<file path="config.mk">
export PLATFORM = sky130hd
export DESIGN_NAME = pcm_tdm_port
export DESIGN_NICKNAME = d
export VERILOG_FILES = /design/src/rtl/pcm_tdm_pkg.sv /design/src/rtl/pcm_fmt_detect.sv /design/src/rtl/pcm_sync_start.sv /design/src/rtl/pcm_tx_engine.sv /design/src/rtl/pcm_rx_engine.sv /design/src/rtl/pcm_tdm_port.sv
export SDC_FILE = /design/constraint.sdc
export NUM_CORES = 1
export LEC_CHECK = 0
export BUFFER_PORTS_ARGS = -buffer_cell sky130_fd_sc_hd__buf_2
export CORE_MARGIN = 2
export CORE_UTILIZATION = 40
export CTS_CLUSTER_DIAMETER = 150
export DETAILED_ROUTE_END_ITERATION = 10
export SLEW_MARGIN = 40
export SYNTH_ARGS = -nofsm -noshare
export SYNTH_HDL_FRONTEND = slang
export SYNTH_SLANG_ARGS = --single-unit
export TNS_END_PERCENT = 1
</file>
<file path="constraint.sdc">
create_clock -name clk -period 2.2 [get_ports clk]
set_clock_uncertainty 0.1 [all_clocks]
set_input_delay 0 -clock clk [delete_from_list [all_inputs] [get_ports clk]]
set_output_delay 0 -clock clk [all_outputs]
set_load 0.05 [all_outputs]
</file>
<file path="src/rtl/pcm_tdm_pkg.sv">
package pcm_tdm_pkg;
  typedef enum logic {
    FMT_SHORT = 1'b0,
    FMT_LONG  = 1'b1
  } sync_fmt_e;
endpackage

</file>
<file path="src/rtl/pcm_fmt_detect.sv">
module pcm_fmt_detect
  import pcm_tdm_pkg::*;
(
  input  logic      clk,
  input  logic      rst,
  input  logic      fs,
  output sync_fmt_e fmt
);
  logic       fs_q;
  logic [1:0] width;

  // measure the high time of the reference sync, judge it when it falls
  always_ff @(posedge clk) begin
    if (rst) begin
      fs_q  <= 1'b0;
      width <= '0;
      fmt   <= FMT_SHORT;
    end else begin
      fs_q <= fs;
      if (fs) begin
        if (width != 2'd3) width <= width + 2'd1;
      end else begin
        width <= '0;
        if (fs_q) fmt <= (width >= 2'd2) ? FMT_LONG : FMT_SHORT;
      end
    end
  end
endmodule

</file>
<file path="src/rtl/pcm_sync_start.sv">
module pcm_sync_start #(
  parameter int NCH = 4,
  localparam int CHW = $clog2(NCH)
) (
  input  logic           clk,
  input  logic           rst,
  input  logic [NCH-1:0] fs,
  input  logic           mode32,
  input  logic           long_fmt,
  output logic           start,
  output logic [CHW-1:0] start_ch
);
  logic [NCH-1:0] fs_q, rise;
  logic           any_rise;
  logic [CHW-1:0] sel;
  logic           pend;
  logic [CHW-1:0] pend_ch;

  always_comb begin
    rise = fs & ~fs_q;
    if (mode32) rise = rise & {{(NCH-1){1'b0}}, 1'b1};
    sel      = '0;
    any_rise = 1'b0;
    for (int i = NCH - 1; i >= 0; i--) begin
      if (rise[i]) begin
        sel      = CHW'(i);
        any_rise = 1'b1;
      end
    end
  end

  always_ff @(posedge clk) begin
    if (rst) begin
      fs_q    <= '0;
      pend    <= 1'b0;
      pend_ch <= '0;
    end else begin
      fs_q    <= fs;
      pend    <= any_rise & ~long_fmt;
      pend_ch <= sel;
    end
  end

  // wide syncs open the slot at the detecting edge, one-bit syncs one edge later
  assign start    = long_fmt ? any_rise : pend;
  assign start_ch = long_fmt ? sel : pend_ch;
endmodule

</file>
<file path="src/rtl/pcm_tx_engine.sv">
module pcm_tx_engine #(
  parameter int NCH = 4,
  parameter int SW  = 8,
  localparam int W   = NCH * SW,
  localparam int CW  = $clog2(W),
  localparam int CHW = $clog2(NCH)
) (
  input  logic           clk,
  input  logic           rst,
  input  logic           mode32,
  input  logic           start,
  input  logic [CHW-1:0] start_ch,
  input  logic [W-1:0]   samples,
  input  logic [NCH-1:0] pd,
  output logic           dx,
  output logic           dx_oe,
  output logic           tsx_n,
  output logic           carry
);
  logic           active;
  logic [CW-1:0]  cnt;
  logic [CHW-1:0] ch;
  logic [W-1:0]   sh;
  logic [W-1:0]   load;
  logic [CHW-1:0] cur_ch;
  logic [CW-1:0]  last;

  always_comb begin
    cur_ch = mode32 ? cnt[CW-1 -: CHW] : ch;
    last   = mode32 ? CW'(W - 1) : CW'(SW - 1);
    load   = '0;
    if (mode32) begin
      for (int i = 0; i < NCH; i++) load[W-1-i*SW -: SW] = samples[i*SW +: SW];
    end else begin
      load[W-1 -: SW] = samples[int'(start_ch)*SW +: SW];
    end
  end

  always_ff @(posedge clk) begin
    if (rst) begin
      active <= 1'b0;
      cnt    <= '0;
      ch     <= '0;
      sh     <= '0;
    end else if (start) begin
      active <= 1'b1;
      cnt    <= '0;
      ch     <= mode32 ? '0 : start_ch;
      sh     <= load;
    end else if (active) begin
      if (cnt == last) begin
        active <= 1'b0;
      end else begin
        cnt <= cnt + CW'(1);
        sh  <= {sh[W-2:0], 1'b0};
      end
    end
  end

  assign dx_oe = active & ~pd[cur_ch];
  assign dx    = dx_oe & sh[W-1];
  assign tsx_n = ~dx_oe;
  assign carry = active & mode32 & (cnt == CW'(W - 1));


  tx_slot_len_chk: assert property (@(posedge clk) disable iff (rst)
    (active && !mode32) |-> (cnt < CW'(SW)));
endmodule

</file>
<file path="src/rtl/pcm_rx_engine.sv">
module pcm_rx_engine #(
  parameter int NCH = 4,
  parameter int SW  = 8,
  localparam int W   = NCH * SW,
  localparam int CW  = $clog2(W),
  localparam int CHW = $clog2(NCH),
  localparam int BW  = $clog2(SW)
) (
  input  logic           clk,
  input  logic           rst,
  input  logic           mode32,
  input  logic           start,
  input  logic [CHW-1:0] start_ch,
  input  logic           dr,
  input  logic [NCH-1:0] pd,
  output logic [SW-1:0]  rx_data,
  output logic           rx_valid,
  output logic [CHW-1:0] rx_ch,
  output logic           carry
);
  logic           active;
  logic [CW-1:0]  cnt;
  logic [CHW-1:0] ch;
  logic [SW-1:0]  sh;
  logic [CW-1:0]  cap_idx;
  logic [CHW-1:0] cap_ch;
  logic           capturing, byte_done;
  logic [SW-1:0]  next_byte;
  logic [CW-1:0]  last;

  always_comb begin
    last      = mode32 ? CW'(W - 1) : CW'(SW - 1);
    capturing = start | active;
    cap_idx   = start ? '0 : cnt;
    if (start)       cap_ch = mode32 ? '0 : start_ch;
    else if (mode32) cap_ch = cnt[CW-1 -: CHW];
    else             cap_ch = ch;
    byte_done = capturing & (cap_idx[BW-1:0] == {BW{1'b1}});
    next_byte = {sh[SW-2:0], dr};
  end

  always_ff @(posedge clk) begin
    if (rst) begin
      active   <= 1'b0;
      cnt      <= '0;
      ch       <= '0;
      sh       <= '0;
      rx_data  <= '0;
      rx_valid <= 1'b0;
      rx_ch    <= '0;
    end else begin
      if (capturing) sh <= next_byte;
      if (start) begin
        active <= 1'b1;
        cnt    <= CW'(1);
        ch     <= mode32 ? '0 : start_ch;
      end else if (active) begin
        if (cap_idx == last) active <= 1'b0;
        else                 cnt    <= cnt + CW'(1);
      end
      rx_valid <= byte_done & ~pd[cap_ch];
      if (byte_done) begin
        rx_data <= next_byte;
        rx_ch   <= cap_ch;
      end
    end
  end

  assign carry = active & mode32 & (cnt == CW'(W - 1));


  rx_pd_ignore_chk: assert property (@(posedge clk) disable iff (rst)
    rx_valid |-> !$past(pd[cap_ch]));
endmodule

</file>
<file path="src/rtl/pcm_tdm_port.sv">
module pcm_tdm_port
  import pcm_tdm_pkg::*;
#(
  parameter int NCH = 4,
  parameter int SW  = 8,
  localparam int W   = NCH * SW,
  localparam int CHW = $clog2(NCH)
) (
  input  logic           clk,
  input  logic           rst,
  input  logic           mode32,
  input  logic [NCH-1:0] pd,
  input  logic [W-1:0]   tx_samples,
  input  logic [NCH-1:0] fsx,
  input  logic [NCH-1:0] fsr,
  input  logic           dr,
  output logic           dx,
  output logic           dx_oe,
  output logic           tsx_n,
  output logic           fsx_co,
  output logic           fsr_co,
  output logic [SW-1:0]  rx_data,
  output logic           rx_valid,
  output logic [CHW-1:0] rx_ch
);
  sync_fmt_e      fmt;
  logic           long_eff;
  logic           tx_start, rx_start;
  logic [CHW-1:0] tx_start_ch, rx_start_ch;

  pcm_fmt_detect u_fmt (
    .clk (clk), .rst (rst), .fs (fsx[0]), .fmt (fmt)
  );

  assign long_eff = (fmt == FMT_LONG) & ~mode32;

  pcm_sync_start #(.NCH(NCH)) u_tx_sync (
    .clk (clk), .rst (rst), .fs (fsx), .mode32 (mode32), .long_fmt (long_eff),
    .start (tx_start), .start_ch (tx_start_ch)
  );

  pcm_sync_start #(.NCH(NCH)) u_rx_sync (
    .clk (clk), .rst (rst), .fs (fsr), .mode32 (mode32), .long_fmt (long_eff),
    .start (rx_start), .start_ch (rx_start_ch)
  );

  pcm_tx_engine #(.NCH(NCH), .SW(SW)) u_tx (
    .clk (clk), .rst (rst), .mode32 (mode32), .start (tx_start),
    .start_ch (tx_start_ch), .samples (tx_samples), .pd (pd),
    .dx (dx), .dx_oe (dx_oe), .tsx_n (tsx_n), .carry (fsx_co)
  );

  pcm_rx_engine #(.NCH(NCH), .SW(SW)) u_rx (
    .clk (clk), .rst (rst), .mode32 (mode32), .start (rx_start),
    .start_ch (rx_start_ch), .dr (dr), .pd (pd),
    .rx_data (rx_data), .rx_valid (rx_valid), .rx_ch (rx_ch), .carry (fsr_co)
  );


  fsx_co_width_chk: assert property (@(posedge clk) disable iff (rst)
    fsx_co |=> !fsx_co);


  fsr_co_width_chk: assert property (@(posedge clk) disable iff (rst)
    fsr_co |=> !fsr_co);
endmodule

</file>
==> results.md <==
- Storage cell area: 0.00166 mm²
- Ys Warns: 0
- Setup TNS: 0 ns
- Worst-Margin Slew: 0.714 ns
- Initial antenna violation count: 0
- Starting Density: 0.410
- Synth unique cells: 54
- Cell taking the most area after synthesis: dfxtp_1
- Worst-path maximum fanout: 5
- Sequential-to-total area share from yosys stat: 0.419
- Share of cells above drive strength 1: 0.186
- Clock Path Buffers: 2
- H-tree depth: 3
- Total Wirelength: 10200 µm
- Hpwl dp: 7000 µm
- Routed vias: 3715
- Number of diodes: 0
- Post-synth EDFFs: 0
- VDD IR max: 0.000391 V
- Worst Path Class, Setup: register to output pin
- Worst Setup Start Kind: register
- Post-CTS setup buffers: 0
- Cell Rows: 36
- MaxCap Viol Count: 0
- Synthesized instance count: 469
- Vias in the first global route: 3638
- Status: completed
- DRC viols: 0
- Placer Congestion: 0.856
- Commonest non-fill, non-tap cells in the layout: 83 x dfxtp_1, 63 x buf_2, 60 x nor2_1
- Maximum number of pins on one net before global-route repair: 49
- Final setup vio count: 0
- Final hold viol count: 0
- RR Startpoint: u_fmt.fmt$_SDFFE_PP0P_
- Fillcell total: 890
- Unrepaired setup endpoints after global routing: no
- Power Total: 0.00355 W
- TritonCTS clock tree: built
- First-pass DRT Iterations: 4
- I/O pin total: 64
- Area contributors post-synth: dfxtp_1 42%, mux2i_1 7.3%, nor2_1 5.7%, a211oi_1 5.5%, nand2_1 4.6%
- Post-synth ARST share: 0
- Req. time, crit path: 2.10 ns
- Crit end category: output pin
- Reg clk slew, reported paths: 0.09 ns
- Post-layout min period: 2.04 ns
- Initial DRC count: 160
- Top cell type's share of synthesized area: 0.419
- Area delta synth->final: 30.2%
- Tightest Hold Check Type: primary input to register
- Fin. max-slew vios: 0
- Max_slew headroom: 0.512
- Origin of the worst setup path: u_tx.cnt[3]$_SDFFE_PP0P_
- Wire per inst: 14.3 µm
- GRT Resource Usage Total: 0.196
- Fin nets: 629
- FMAX: 490 MHz
- First-pass GRT wire length: 17400 µm
- Syn_area_per_cell: 8.46 µm²
- PD cells: 687 mW/mm²
- Core Box Area: 0.00968 mm²
- Post-synth top flop: dfxtp_1
- Post-synthesis net count: 523
- Via density: 5.21
- Clock buffer count from CTS: 9
- Leak: 2.14 nW
- Die Height: 104 µm
- Commonest non-fill, non-tap cell in the layout: dfxtp_1
- Worst skew pair latency: 0.36 ns
- Full die area: 0.0107 mm²
- Root buffer cell: clkbuf_8
- Die X: 104 µm
- Synthesized area: 0.00397 mm²
- Final period utilization: 0.927
- Synth Register Bits: 83
- Post-route ant nets: 0
- CTS sink cnt: 83
- Area occupied by multi-input gates: 0.00212 mm²
- # port buffers: 63
- Critical Path AT: 1.94 ns
- Remaining Overflow, GRT: 0
- Worst Hold Launch: mode32
[synth_stat cells, types with 7 or more instances]
| cell type | count |
|---|---|
| nand2b_1 | 10 |
| dfxtp_1 | 83 |
| o21ai_0 | 30 |
| and3_1 | 7 |
| a21oi_1 | 22 |
| nand3_1 | 12 |
| nor2_1 | 60 |
| nor3_1 | 11 |
| a31oi_1 | 7 |
| nor2b_1 | 10 |
| a211oi_1 | 29 |
| nand2_1 | 49 |
| inv_1 | 9 |
| clkbuf_1 | 20 |
| mux2i_1 | 29 |
[power breakdown]
group | total (W) | internal [W] | switching (W)
combinational | 0.000657 | 0.000304 | 0.000353
clock | 0.00123 | 0.000646 | 0.000586
sequential | 0.00166 | 0.00160 | 0.0000589
[what timing repair did]
action	4_1_cts	5_1_grt
gates resized for setup	0	2
endpoints found under the hold margin	53	0
endpoints found under the setup margin	0	5
hold buffers	48	0
[cells by family after synthesis]
group,synth area share
flops,0.419
buf+inv,0.0485
simple gates,0.201
xor+xnor,0.0132
mux,0.0788
compound gates,0.221
fa+ha+maj,0.0189
[sequential cells by signal (all words and copies together) (netlist names)]
signal             count
u_rx.rx_data           8
u_rx.active            1
u_rx.rx_ch             2
u_fmt.fmt              1
u_rx_sync.pend         1
u_tx.cnt               5
u_rx.rx_valid          1
u_rx_sync.pend_ch      2
u_tx_sync.fs_q         4
u_rx.sh                7
u_tx.sh               32
u_tx.ch                2
u_rx.ch                2
u_fmt.width            2
u_tx.active            1
u_rx.cnt               5
u_tx_sync.pend_ch      2
u_tx_sync.pend         1
u_rx_sync.fs_q         4
[layout make-up]
| class | count | area share |
|---|---|---|
| multi-input combinational | 344 | 0.410 |
| sequential | 83 | 0.322 |
| timing repair buffer | 128 | 0.186 |
| inverter | 9 | 0.00654 |
| clock buffer | 9 | 0.0240 |
| clock inverter | 7 | 0.0194 |
| tap | 133 | 0.0322 |
[per-layer routing]
layer	global-route usage	up-vias	share of wire
li1	-	1874	-
met1	0.258	1721	0.47
met2	0.311	97	0.46
met3	0.0409	23	0.044
met4	0.0859	0	0.025
met5	0	-	0
[metrics by stage]
| stage | setup WS, ns | hold WS (ns) | utilization | cell area (µm²) | std cells |
|---|---|---|---|---|---|
| after CTS | 0.137 | 0.0181 | 0.533 | 5160 | 713 |
| after detailed placement | 0.142 | 0.139 | 0.460 | 4460 | 649 |
| after global placement | 0.214 | 0.130 | 0.460 | 4460 | 649 |
| after global routing | 0.0109 | 0.0764 | 0.534 | 5170 | 713 |
| after floorplan | 0.201 | 0.0282 | - | 3970 | 469 |
| final | 0.160 | 0.0310 | 0.534 | 5170 | 713 |
[worst paths after layout]
kind         slack (ns)  cells after the start                               to
max                0.16                      7                               dx
max reg2reg        0.17                      7          u_rx.sh[3]$_SDFFE_PP0P_
min                0.03                      4  u_tx_sync.pend_ch[1]$_SDFF_PP0_
min reg2reg        0.35                      2     u_rx.rx_data[5]$_SDFFE_PP0P_
[worst max-delay path, stage by stage (launching register included)]
cell and delay, ns:
dfxtp_1 0.36, mux2i_1 0.27, nor2b_1 0.08, a211oi_1 0.25, a21oi_1 0.08, nor2b_2 0.16
and2_1 0.13, buf_2 0.25
Power figures use the tool's default switching activity.
